==> src/rtl/uic_pkg.sv <==
package uic_pkg;
  localparam int DW    = 8;
  localparam int EVT_W = 3;
  localparam int LEN_W = 2;

  localparam logic [1:0] A_CIR  = 2'd0;
  localparam logic [1:0] A_TYPE = 2'd1;
  localparam logic [1:0] A_CNT  = 2'd2;
  localparam logic [1:0] A_DATA = 2'd3;

  // length code 0..3 -> 5..8 data bits
  function automatic logic [DW-1:0] len_mask(input logic [LEN_W-1:0] c);
    return 8'hFF >> (2'd3 - c);
  endfunction
endpackage

==> src/rtl/uic_arbiter.sv <==
module uic_arbiter #(
  parameter int NCH  = 8,
  parameter int CH_W = $clog2(NCH)
) (
  input  logic            clk_i,
  input  logic            rst_ni,
  input  logic            upd_i,
  input  logic [NCH-1:0]  req_i,
  output logic [CH_W-1:0] nxt_o,
  output logic [CH_W-1:0] ch_o,
  output logic            vld_o
);
  always_comb begin
    nxt_o = '0;
    for (int i = NCH - 1; i >= 0; i--)
      if (req_i[i]) nxt_o = CH_W'(i);
  end

  always_ff @(posedge clk_i or negedge rst_ni) begin
    if (!rst_ni) begin
      ch_o  <= '0;
      vld_o <= 1'b0;
    end else if (upd_i) begin
      ch_o  <= nxt_o;
      vld_o <= |req_i;
    end
  end

  logic [NCH-1:0] below_w;
  assign below_w = (NCH'(1) << ch_o) - NCH'(1);

  assert_pick_lowest_R2: assert property (@(posedge clk_i) disable iff (!rst_ni)
    (upd_i && |req_i) |=> (vld_o && (($past(req_i) & below_w) == '0) && $past(req_i[nxt_o])));

  assert_hold_R2: assert property (@(posedge clk_i) disable iff (!rst_ni)
    !upd_i |=> ($stable(ch_o) && $stable(vld_o)));
endmodule

==> src/rtl/uic_ctx_snap.sv <==
module uic_ctx_snap #(
  parameter int DEPTH = 16,
  parameter int LVL_W = $clog2(DEPTH + 1),
  parameter int CNT_W = $clog2(DEPTH)
) (
  input  logic             clk_i,
  input  logic             rst_ni,
  input  logic             upd_i,
  input  logic             rx_rdy_i,
  input  logic             rx_err_i,
  input  logic             tx_rdy_i,
  input  logic [2:0]       evt_i,
  input  logic [LVL_W-1:0] rx_lvl_i,
  input  logic [LVL_W-1:0] tx_free_i,
  output logic [7:0]       typ_o,
  output logic [7:0]       cnt_o
);
  logic [7:0]       typ_d;
  logic [CNT_W-1:0] cnt_d;
  logic [LVL_W-1:0] bytes;

  always_comb begin
    typ_d      = '0;
    typ_d[2:0] = evt_i;
    if (rx_rdy_i)      typ_d[7:6] = rx_err_i ? 2'b10 : 2'b11;
    else if (tx_rdy_i) typ_d[5]   = 1'b1;
  end

  always_comb begin
    if (rx_rdy_i)      bytes = rx_lvl_i;
    else if (tx_rdy_i) bytes = tx_free_i;
    else               bytes = '0;
    cnt_d = (bytes == '0) ? '0 : CNT_W'(bytes - LVL_W'(1));
  end

  always_ff @(posedge clk_i or negedge rst_ni) begin
    if (!rst_ni) begin
      typ_o <= '0;
      cnt_o <= '0;
    end else if (upd_i) begin
      typ_o <= typ_d;
      cnt_o <= 8'(cnt_d);
    end
  end

  assert_rx_over_tx_R5: assert property (@(posedge clk_i) disable iff (!rst_ni)
    (upd_i && rx_rdy_i && tx_rdy_i) |=> (typ_o[7] && !typ_o[5]));

  assert_other_legal_R6: assert property (@(posedge clk_i) disable iff (!rst_ni)
    typ_o[2:1] != 2'b11);

  assert_snap_stable_R11: assert property (@(posedge clk_i) disable iff (!rst_ni)
    !upd_i |=> ($stable(typ_o) && $stable(cnt_o)));
endmodule

==> src/rtl/uic_host_port.sv <==
module uic_host_port
  import uic_pkg::*;
#(
  parameter int NCH  = 8,
  parameter int CH_W = $clog2(NCH)
) (
  input  logic [1:0]       addr_i,
  input  logic             rd_i,
  input  logic             wr_i,
  input  logic [DW-1:0]    wdata_i,
  input  logic [CH_W-1:0]  ch_i,
  input  logic             vld_i,
  input  logic [7:0]       typ_i,
  input  logic [7:0]       cnt_i,
  input  logic [DW-1:0]    rx_head_i,
  input  logic [LEN_W-1:0] len_i,
  output logic [DW-1:0]    rdata_o,
  output logic [NCH-1:0]   rx_pop_o,
  output logic [NCH-1:0]   tx_push_o,
  output logic [DW-1:0]    tx_data_o
);
  logic [DW-1:0]  cir_w;
  logic [NCH-1:0] ch_oh;

  always_comb begin
    cir_w           = '0;
    cir_w[DW-1]     = vld_i;
    cir_w[CH_W-1:0] = ch_i;
  end

  assign ch_oh = NCH'(1) << ch_i;

  always_comb begin
    unique case (addr_i)
      A_CIR:   rdata_o = cir_w;
      A_TYPE:  rdata_o = typ_i;
      A_CNT:   rdata_o = cnt_i;
      default: rdata_o = rx_head_i & len_mask(len_i);
    endcase
  end

  assign rx_pop_o  = (rd_i && addr_i == A_DATA) ? ch_oh : '0;
  assign tx_push_o = (wr_i && addr_i == A_DATA) ? ch_oh : '0;
  assign tx_data_o = wdata_i;
endmodule

==> src/rtl/uart_irq_ctx.sv <==
module uart_irq_ctx
  import uic_pkg::*;
#(
  parameter int NCH   = 8,
  parameter int DEPTH = 16,
  parameter int LVL_W = $clog2(DEPTH + 1)
) (
  input  logic                 clk_i,
  input  logic                 rst_ni,
  input  logic                 upd_i,
  input  logic [1:0]           addr_i,
  input  logic                 rd_i,
  input  logic                 wr_i,
  input  logic [7:0]           wdata_i,
  output logic [7:0]           rdata_o,
  input  logic [NCH-1:0]       rx_rdy_i,
  input  logic [NCH-1:0]       tx_rdy_i,
  input  logic [NCH-1:0]       rx_err_i,
  input  logic [NCH*LVL_W-1:0] rx_lvl_i,
  input  logic [NCH*LVL_W-1:0] tx_free_i,
  input  logic [NCH*3-1:0]     evt_i,
  input  logic [NCH*2-1:0]     char_len_i,
  input  logic [NCH*8-1:0]     rx_data_i,
  output logic [NCH-1:0]       rx_pop_o,
  output logic [NCH-1:0]       tx_push_o,
  output logic [7:0]           tx_data_o,
  output logic                 irq_o
);
  localparam int CH_W = $clog2(NCH);

  logic [NCH-1:0]  req;
  logic [CH_W-1:0] nxt, ch_q;
  logic            vld_q;
  logic [7:0]      typ_q, cnt_q;

  for (genvar g = 0; g < NCH; g++) begin : g_req
    assign req[g] = rx_rdy_i[g] | tx_rdy_i[g] | (|evt_i[g*EVT_W +: EVT_W]);
  end

  assign irq_o = |req;

  uic_arbiter #(.NCH(NCH), .CH_W(CH_W)) u_arb (
    .clk_i(clk_i), .rst_ni(rst_ni), .upd_i(upd_i), .req_i(req),
    .nxt_o(nxt), .ch_o(ch_q), .vld_o(vld_q)
  );

  uic_ctx_snap #(.DEPTH(DEPTH), .LVL_W(LVL_W)) u_snap (
    .clk_i(clk_i), .rst_ni(rst_ni), .upd_i(upd_i),
    .rx_rdy_i(rx_rdy_i[nxt]), .rx_err_i(rx_err_i[nxt]), .tx_rdy_i(tx_rdy_i[nxt]),
    .evt_i(evt_i[nxt*EVT_W +: EVT_W]),
    .rx_lvl_i(rx_lvl_i[nxt*LVL_W +: LVL_W]),
    .tx_free_i(tx_free_i[nxt*LVL_W +: LVL_W]),
    .typ_o(typ_q), .cnt_o(cnt_q)
  );

  uic_host_port #(.NCH(NCH), .CH_W(CH_W)) u_host (
    .addr_i(addr_i), .rd_i(rd_i), .wr_i(wr_i), .wdata_i(wdata_i),
    .ch_i(ch_q), .vld_i(vld_q), .typ_i(typ_q), .cnt_i(cnt_q),
    .rx_head_i(rx_data_i[ch_q*DW +: DW]),
    .len_i(char_len_i[ch_q*LEN_W +: LEN_W]),
    .rdata_o(rdata_o), .rx_pop_o(rx_pop_o), .tx_push_o(tx_push_o), .tx_data_o(tx_data_o)
  );

  assert_one_pop_R8: assert property (@(posedge clk_i) disable iff (!rst_ni)
    $onehot0(rx_pop_o) && (!rd_i || rx_pop_o == '0 || tx_push_o == '0));

  assert_one_push_R9: assert property (@(posedge clk_i) disable iff (!rst_ni)
    $onehot0(tx_push_o) && (tx_push_o == '0 || tx_data_o == wdata_i));

  assert_valid_tracks_irq_R10: assert property (@(posedge clk_i) disable iff (!rst_ni)
    upd_i |=> (vld_q == $past(irq_o)));
endmodule

==> config.mk <==
export PLATFORM = sky130hd
export DESIGN_NAME = uart_irq_ctx
export DESIGN_NICKNAME = d
export VERILOG_FILES = /design/src/rtl/uic_pkg.sv /design/src/rtl/uic_arbiter.sv /design/src/rtl/uic_ctx_snap.sv /design/src/rtl/uic_host_port.sv /design/src/rtl/uart_irq_ctx.sv
export SDC_FILE = /design/constraint.sdc
export NUM_CORES = 1
export LEC_CHECK = 0
export BUFFER_PORTS_ARGS = -buffer_cell sky130_fd_sc_hd__buf_2
export CAP_MARGIN = 0
export CORE_AREA = 2 2 99 101
export CTS_BUF_LIST = sky130_fd_sc_hd__clkbuf_16
export DETAILED_ROUTE_END_ITERATION = 8
export DIE_AREA = 0 0 101 103
export HOLD_SLACK_MARGIN = 0.03
export MAX_ROUTING_LAYER = met4
export PLACE_DENSITY = 0.78
export SLEW_MARGIN = 20
export SYNTH_ARGS = -nofsm -noshare
export SYNTH_HDL_FRONTEND = slang
export SYNTH_SLANG_ARGS = --single-unit
==> constraint.sdc <==
create_clock -name clk_i -period 2.5 [get_ports clk_i]
set_input_delay 0 -clock clk_i [delete_from_list [all_inputs] [get_ports clk_i]]
set_output_delay 0 -clock clk_i [all_outputs]
set_load 0.03 [all_outputs]
Yosys cells after proc, flatten, opt, wreduce, memory -nomap -nowiden. Index checks and enable logic that the tools add are counted.

Add/sub/neg operators: 2. Shift operators: 7. Multiplexer cells: 24. Reductions and logical operators: 13. Magnitude comparators: 1. $mul: 2. Bitwise gates (word level): 17. Equal/unequal tests: 3.

Operators with widths (number): 40-bit by 7-bit indexed part select with 5-bit output (2); 64-bit by 7-bit indexed part select with 8-bit output (1); 3-bit 2-to-1 mux (8); 8-bit one-hot mux with 3 select lines (1); 3-bit OR reduction (8); 24-bit by 6-bit indexed part select with 3-bit output (1); 8-bit 2-to-1 mux (2); 1-bit bitwise OR (16); 16-bit by 5-bit indexed part select with 2-bit output (1); 5-bit 2-to-1 mux (2); 1-bit binary-select mux with 3-bit select (3); 8-bit AND (1); 8-bit OR reduction (1); 1-bit by 3-bit left shift with 8-bit output (first input constant) (1); 8-bit by 2-bit right shift with 8-bit output (first input constant) (1); 3-bit by 3-bit multiplier with 6-bit output (second input constant) (1); 1-bit 2-to-1 mux (6); 5-bit logical NOT (1); 3-bit by 2-bit multiplier with 5-bit output (second input constant) (1); 2-bit equality test (second input constant) (2); 3-bit by 4-bit less-than comparator with 1-bit output (second input constant) (1); 4-bit 2-to-1 mux (1); 4-bit by 1-bit subtractor with 4-bit output (second input constant) (1); 2-bit by 1-bit equality test with 1-bit output (second input constant) (1); other kinds (4) (5).

Output and inout port bits: 33. Bits in registers: 14. Input bits: 223. Logic and storage cells: 73.

Logic depth before layout (Yosys ltp).
Word-level depth: 16. Gate-level depth with buffers: 16. Depth with buffers taken out: 14.

Cells and area by module. Synthesis repeated with hierarchy kept, for this count alone.

Cells, all modules: 259. Area, all modules: 3016.6 sq um.

By module, submodules not included: uart_irq_ctx (cells each 117, area each 1801.7 sq um, instances 1, sequential area each 0.0 sq um); uic_ctx_snap (cells each 59, area each 574.3 sq um, instances 1, sequential area each 250.2 sq um); uic_host_port (cells each 56, area each 399.1 sq um, instances 1, sequential area each 0.0 sq um); uic_arbiter (cells each 27, area each 241.5 sq um, instances 1, sequential area each 100.1 sq um).

Least setup slack after synthesis. Ideal clock, no wire load.

Path type: input-to-reg. Start: in tx_rdy_i[2]. End: reg u_snap.cnt_o[0]. Setup time: 0.120 ns. Arrival time: 3.090 ns. Path buffers: 3. Data required time: 2.380 ns. Stages: 15. Slack: -0.709 ns. Path through: or4_1 or4_1 buf_2 a311oi_4 buf_4 buf_2 nand3_1 a31oi_1 nor2_1 nor2_1 ha_1 inv_1 a221oi_2 nand3_2 a31o_1.

Word-level cells in the longest chain between the ends: 11. Elaborated cells on any way between the ends: 17. Classes of those cells: add/sub (1); mul (1); shift (2); mux (10); bitwise (2); reduce/logical (1).

RTL lines: start, declared (RTL line uart_irq_ctx.sv:17) `input logic [NCH-1:0] tx_rdy_i,`; 1-bit bitwise OR (2 in a row) (RTL line uart_irq_ctx.sv:37) `assign req[g] = rx_rdy_i[g] | tx_rdy_i[g] | (|evt_i[g*EVT_W +: EVT_W]);`; 3-bit 2-to-1 mux (3 in a row) (RTL line uic_arbiter.sv:16) `if (req_i[i]) nxt_o = CH_W'(i);`; 3-bit by 3-bit multiplier with 6-bit output / 1-bit binary-select mux with 3-bit select (equally long branches) (RTL line uart_irq_ctx.sv:51, uart_irq_ctx.sv:52, uart_irq_ctx.sv:49); 40-bit by 7-bit indexed part select with 5-bit output / 1-bit 2-to-1 mux (equally long branches) (RTL line uart_irq_ctx.sv:52, uart_irq_ctx.sv:49); 5-bit 2-to-1 mux (RTL line uic_ctx_snap.sv:31) `else if (tx_rdy_i) bytes = tx_free_i;`; 5-bit 2-to-1 mux (*) (RTL line uic_ctx_snap.sv:30) `if (rx_rdy_i) bytes = rx_lvl_i;`; 4-bit by 1-bit subtractor with 4-bit output / 5-bit logical NOT (equally long branches) (RTL line uic_ctx_snap.sv:33) `cnt_d = (bytes == '0) ? '0 : CNT_W'(bytes - LVL_W'(1));`; 4-bit 2-to-1 mux (*) (RTL line uic_ctx_snap.sv:33); end signal, assigned (RTL line uic_ctx_snap.sv:42) `cnt_o <= 8'(cnt_d);`; end, declared (RTL line uic_ctx_snap.sv:16) `output logic [7:0] cnt_o`.

Every way passes the cells marked *; elsewhere a longest branch is shown, timed or not. The select of a mux whose other input is x is not followed. A chain may end at the register's enable or synchronous reset.

Worst setup path in the final report.
Start: in rx_rdy_i[3]. End: reg u_snap.cnt_o[0].

Word-level cells in the longest chain between the ends: 12. Elaborated cells on any way between the ends: 18. Classes of those cells: add/sub (1); mul (1); shift (2); mux (11); bitwise (2); reduce/logical (1).

RTL lines: start, declared (RTL line uart_irq_ctx.sv:16) `input logic [NCH-1:0] rx_rdy_i,`; 1-bit bitwise OR (2 in a row) (RTL line uart_irq_ctx.sv:37); 3-bit 2-to-1 mux (4 in a row) (RTL line uic_arbiter.sv:16); 3-bit by 3-bit multiplier with 6-bit output / 1-bit binary-select mux with 3-bit select (equally long branches) (RTL line uart_irq_ctx.sv:51, uart_irq_ctx.sv:52, uart_irq_ctx.sv:49); 40-bit by 7-bit indexed part select with 5-bit output / 1-bit 2-to-1 mux (equally long branches) (RTL line uart_irq_ctx.sv:52, uart_irq_ctx.sv:49); 5-bit 2-to-1 mux (RTL line uic_ctx_snap.sv:31); 5-bit 2-to-1 mux (*) (RTL line uic_ctx_snap.sv:30); 4-bit by 1-bit subtractor with 4-bit output / 5-bit logical NOT (equally long branches) (RTL line uic_ctx_snap.sv:33); 4-bit 2-to-1 mux (*) (RTL line uic_ctx_snap.sv:33).

Marked as above.

==> results by stage <==
Yosys:
- The share of the synthesized area in the top cell type is 0.216.
- In this run, synthesis produced a sequential element count of 14.
- The netlist area before placement is 3030 µm².
- The commonest register cell after synthesis is sky130_fd_sc_hd__dfrtp_1.
- The sequential cell area fraction in the yosys report is 0.116.
- The distinct cell type count of the synthesized netlist is 64.
- The number of standard cells after synthesis is 329.
- The Yosys step of the flow raised 0 warnings.
- The top cell type by total area after synthesis is sky130_fd_sc_hd__mux4_2.
- After synthesis, the cell types taking the most area are sky130_fd_sc_hd__mux4_2 22%, sky130_fd_sc_hd__mux2i_1 12%, sky130_fd_sc_hd__dfrtp_1 12%, sky130_fd_sc_hd__mux2_2 5.2%, sky130_fd_sc_hd__nor2_1 4.3%.
- The fraction of synthesis flops using an asynchronous set or reset pin is 1.00.
- The number of enable-type register cells in the synthesized netlist is 0.
- The synthesized netlist net count is 553.
- A synthesized cell averages 9.20 µm².

Route:
- For this block, the routed nets add up to 12,900 µm of wire.
- The routed length per instance is 17.1 µm.
- The detailed router placed 4,060 vias in this run.
- Once detail routing completed, the nets flagged for antenna violations numbered 0.
- In the routed layout, each cell is associated on average with a via count of 5.38.
- For this run, the detailed router's first-pass iteration total came to 4.
- After detailed routing, the number of remaining DRC violations is 0.
- The detailed router's first-iteration violation count is 136.

Die:
- For this configuration, the core starts out at a cell density of 0.320.
- Measured along the y axis, the die boundary spans 103 µm.
- The total area inside the core boundary comes to 9460 µm².
- The die covers 10,400 µm².
- Measured along the x axis, the die boundary spans 101 µm.
- The number of I/O pins is 256.
- The initialized floorplan defines 36 standard-cell rows.

Hold path:
- The min-delay analysis places its worst path in the category primary input to asynchronous set/reset pin.

Power and ir drop:
- In this run the power density over the cells is 231 nW/µm².
- The completed layout was analyzed and its total power is 0.00122 W.
- The worst-case vdd ir drop is 0.267 mV.
- The analysis attributes to cell leakage a power of 2.58 nW.

CTS:
- CTS built an H-tree with a depth of 1.
- CTS saw 14 sinks.
- The clock tree root driver cell is sky130_fd_sc_hd__clkbuf_16.
- TritonCTS built the clock tree.
- After clock tree synthesis, the clock-pin slew on the worst setup and hold paths is 0.04 ns.
- At the later pin of the worst-skew pair, clock insertion delay measures 0.24 ns.
- Clock tree synthesis inserted a total of 3 buffers.
- No sink is reached through more buffers than the 2 on the longest clock path.

Status:
- The final reports fail on negative setup slack.
- The flow ran to the end, but the final reports show violations.

Timing:
- The final critical-path setup slack is -0.568 ns.
- Summed over all failing endpoints, the final setup total negative slack is -2.29 ns.
- The tightest slew margin relative to the limit is 0.723.
- Setup repair after global routing could not meet its margin everywhere.
- Setup violations remaining at the end of the flow were counted as 5.
- Derived from the worst setup path, the maximum achievable clock frequency is 0.326 GHz.
- Clock skew on the completed layout was measured at 0 ns.
- The time the final worst path needs with I/O delays and setup is 3.07 ns.
- Dividing the final minimum period by the clock period gives 1.23.
- The number of pins exceeding their max-slew limit in the final report is 0.
- For the pin with the worst max-slew slack, the measured transition is 0.412 ns.
- The total count of hold-check failures in the final report came to 0.

Critical path:
- The required time at the endpoint of the critical path is 2.63 ns.
- The worst endpoint data arrival time is 3.20 ns.
- The kind of start point of the critical path is a primary input.
- The sort of element at the end of the critical path is a flop.
- The setup path with the least slack is of type primary input to flop.
- In this run the worst path has a maximum fanout of 8.

Global route:
- The first-pass GRT wire length is 18,400 µm.
- The via count of the first global-routing pass is 3,804.
- The pin count of the biggest net entering global routing is 24.
- The initial antenna violation count came to 0.
- Across every metal layer, demand over resource in global routing totals 0.230.
- The overflow left after global routing is 0.

Job:
- Max-cap violations in this run came to 0.

Final layout:
- The number of non-filler instances in the completed layout is 755.
- The area of the multi-input gates is 2640 µm².
- The number of antenna diodes in the final layout is 0.
- The net count of the finished layout is 867.
- The area taken by flip-flops and latches is 350 µm².
- Once layout is complete, the utilization of the core stands at 0.560.
- In the final layout, the share of cells above drive strength 1 is 0.677.
- The layout overhead on the synthesized area is 74.8%.
- The layout filler cell count is 874.

Placed design:
- The count of input and output buffers is 239.
- In this run, placement finished with an instance count of 729.
- The final weighted congestion of routability-driven global placement is 0.898.
- Detailed placement ended at an HPWL of 10,800 µm.
[metrics by stage]
step	instance area [µm²]	worst slack [ns]	hold slack (ns)
6_report	5290	-0.568	0.196
5_1_grt	5290	-0.684	0.217
3_5_place_dp	4800	-0.964	-0.0873
2_1_floorplan	3040	-0.649	-0.296
3_3_place_gp	4800	-0.873	-0.0980
4_1_cts	5100	-0.539	0.185
[flip-flops by register name (all words and copies together) (netlist names)]
signal	flops
u_snap.typ_o	6
u_arb.ch_o	3
u_arb.vld_o	1
u_snap.cnt_o	4
[placed cells by master (no fill, tap or decap), types with 7 or more instances in the layout]
master                          instances
sky130_fd_sc_hd__nand2_1               31
sky130_fd_sc_hd__a21oi_1               11
sky130_fd_sc_hd__a31oi_1                8
sky130_fd_sc_hd__dlygate4sd3_1          9
sky130_fd_sc_hd__mux2_2                13
sky130_fd_sc_hd__mux2i_1               35
sky130_fd_sc_hd__nand3_1               10
sky130_fd_sc_hd__buf_4                 82
sky130_fd_sc_hd__buf_2                238
sky130_fd_sc_hd__nor2_1                31
sky130_fd_sc_hd__or4_4                  7
sky130_fd_sc_hd__mux4_2                30
sky130_fd_sc_hd__dfrtp_1               14
sky130_fd_sc_hd__buf_6                 10
[worst max-delay path: stages]
cell and delay, ns:
sky130_fd_sc_hd__buf_6 0.09, sky130_fd_sc_hd__or4_4 0.53, sky130_fd_sc_hd__or2_4 0.25, sky130_fd_sc_hd__a211o_4 0.37, sky130_fd_sc_hd__a22o_4 0.33, sky130_fd_sc_hd__a211oi_2 0.25
sky130_fd_sc_hd__a311oi_1 0.11, sky130_fd_sc_hd__a31oi_1 0.22, sky130_fd_sc_hd__nor2_1 0.11, sky130_fd_sc_hd__nor2_2 0.13, sky130_fd_sc_hd__ha_2 0.20, sky130_fd_sc_hd__inv_2 0.04
sky130_fd_sc_hd__a221oi_4 0.22, sky130_fd_sc_hd__nand3_2 0.13, sky130_fd_sc_hd__a31o_1 0.22
[area by class of cell]
type                            instances  share of cell area
Multi-Input combinational cell        276               0.499
Tap cell                              114              0.0269
Clock buffer                            3              0.0142
Sequential cell                        14              0.0662
Inverter                                6             0.00425
Timing Repair Buffer                  342               0.389
[repair_timing]
action / in CTS / in global routing
pin swaps: 15 / 18
endpoints found under the setup margin: 7 / 9
setup buffers: 8 / 7
resized for setup: 15 / 34
endpoints found under the hold margin: 22 / 0
hold buffers: 9 / 0
[routing by layer]
layer,vias to the layer above,track usage,share of wire
met3,25,0.0237,0.068
met4,0,0.0270,0.016
met1,1918,0.273,0.39
li1,1915,-,-
met5,-,-,0
met2,202,0.431,0.52
[path summary, 6_finish.rpt]
check                                start               to  cells past startpoint  slack [ns]
max                            rx_rdy_i[3]  u_snap.cnt_o[0]                     15       -0.57
max in group asynchronous           rst_ni    u_arb.ch_o[0]                      2        2.06
min reg2reg                u_snap.typ_o[1]  u_snap.typ_o[1]                      2        0.51
max reg2reg                  u_arb.ch_o[1]    u_arb.ch_o[1]                      2        1.33
min in group clk_i                   upd_i  u_snap.typ_o[1]                      2        0.20
min                                 rst_ni  u_snap.cnt_o[2]                      2        0.20
[cells in the mapped netlist (2+ instances only)]
library cell and number:
sky130_fd_sc_hd__mux2_2 14, sky130_fd_sc_hd__nor3_1 7, sky130_fd_sc_hd__a21oi_1 15, sky130_fd_sc_hd__a21boi_0 3
sky130_fd_sc_hd__o21ai_0 4, sky130_fd_sc_hd__o22ai_1 3, sky130_fd_sc_hd__mux2i_1 37, sky130_fd_sc_hd__mux4_2 29
sky130_fd_sc_hd__clkbuf_1 16, sky130_fd_sc_hd__nand3_1 10, sky130_fd_sc_hd__dfrtp_1 14, sky130_fd_sc_hd__nand4_1 2
sky130_fd_sc_hd__o211ai_1 3, sky130_fd_sc_hd__nor4_4 2, sky130_fd_sc_hd__o22a_1 2, sky130_fd_sc_hd__and3_1 2
sky130_fd_sc_hd__a211oi_1 3, sky130_fd_sc_hd__a221oi_2 2, sky130_fd_sc_hd__nand2_1 33, sky130_fd_sc_hd__a311oi_1 4
sky130_fd_sc_hd__inv_1 5, sky130_fd_sc_hd__a22o_1 3, sky130_fd_sc_hd__buf_6 3, sky130_fd_sc_hd__or4_1 7
sky130_fd_sc_hd__o21a_1 2, sky130_fd_sc_hd__buf_4 10, sky130_fd_sc_hd__a21o_2 2, sky130_fd_sc_hd__o21ai_1 3
sky130_fd_sc_hd__o21ai_2 3, sky130_fd_sc_hd__nor2_1 35, sky130_fd_sc_hd__or4_4 3, sky130_fd_sc_hd__buf_2 4
sky130_fd_sc_hd__a31oi_1 8, sky130_fd_sc_hd__nand2b_1 5, sky130_fd_sc_hd__nor2b_1 2
[cells by family (layout without fill, tap and decap cells)]
logic type / Yosys count / in the layout / share of synthesized area
flops: 14 / 14 / 0.116
fa+ha+maj: 1 / 1 / 0.00413
mux: 81 / 81 / 0.399
compound gates: 78 / 78 / 0.213
buf+inv: 39 / 351 / 0.0698
simple gates: 116 / 116 / 0.198
[where the power goes]
group | internal, W | switching (W) | total [W]
logic | 0.000369 | 0.000296 | 0.000665
clock network | 0.000209 | 0.0000846 | 0.000293
registers | 0.000250 | 0.0000153 | 0.000265
Note: power is estimated with default switching activity, not from simulation.
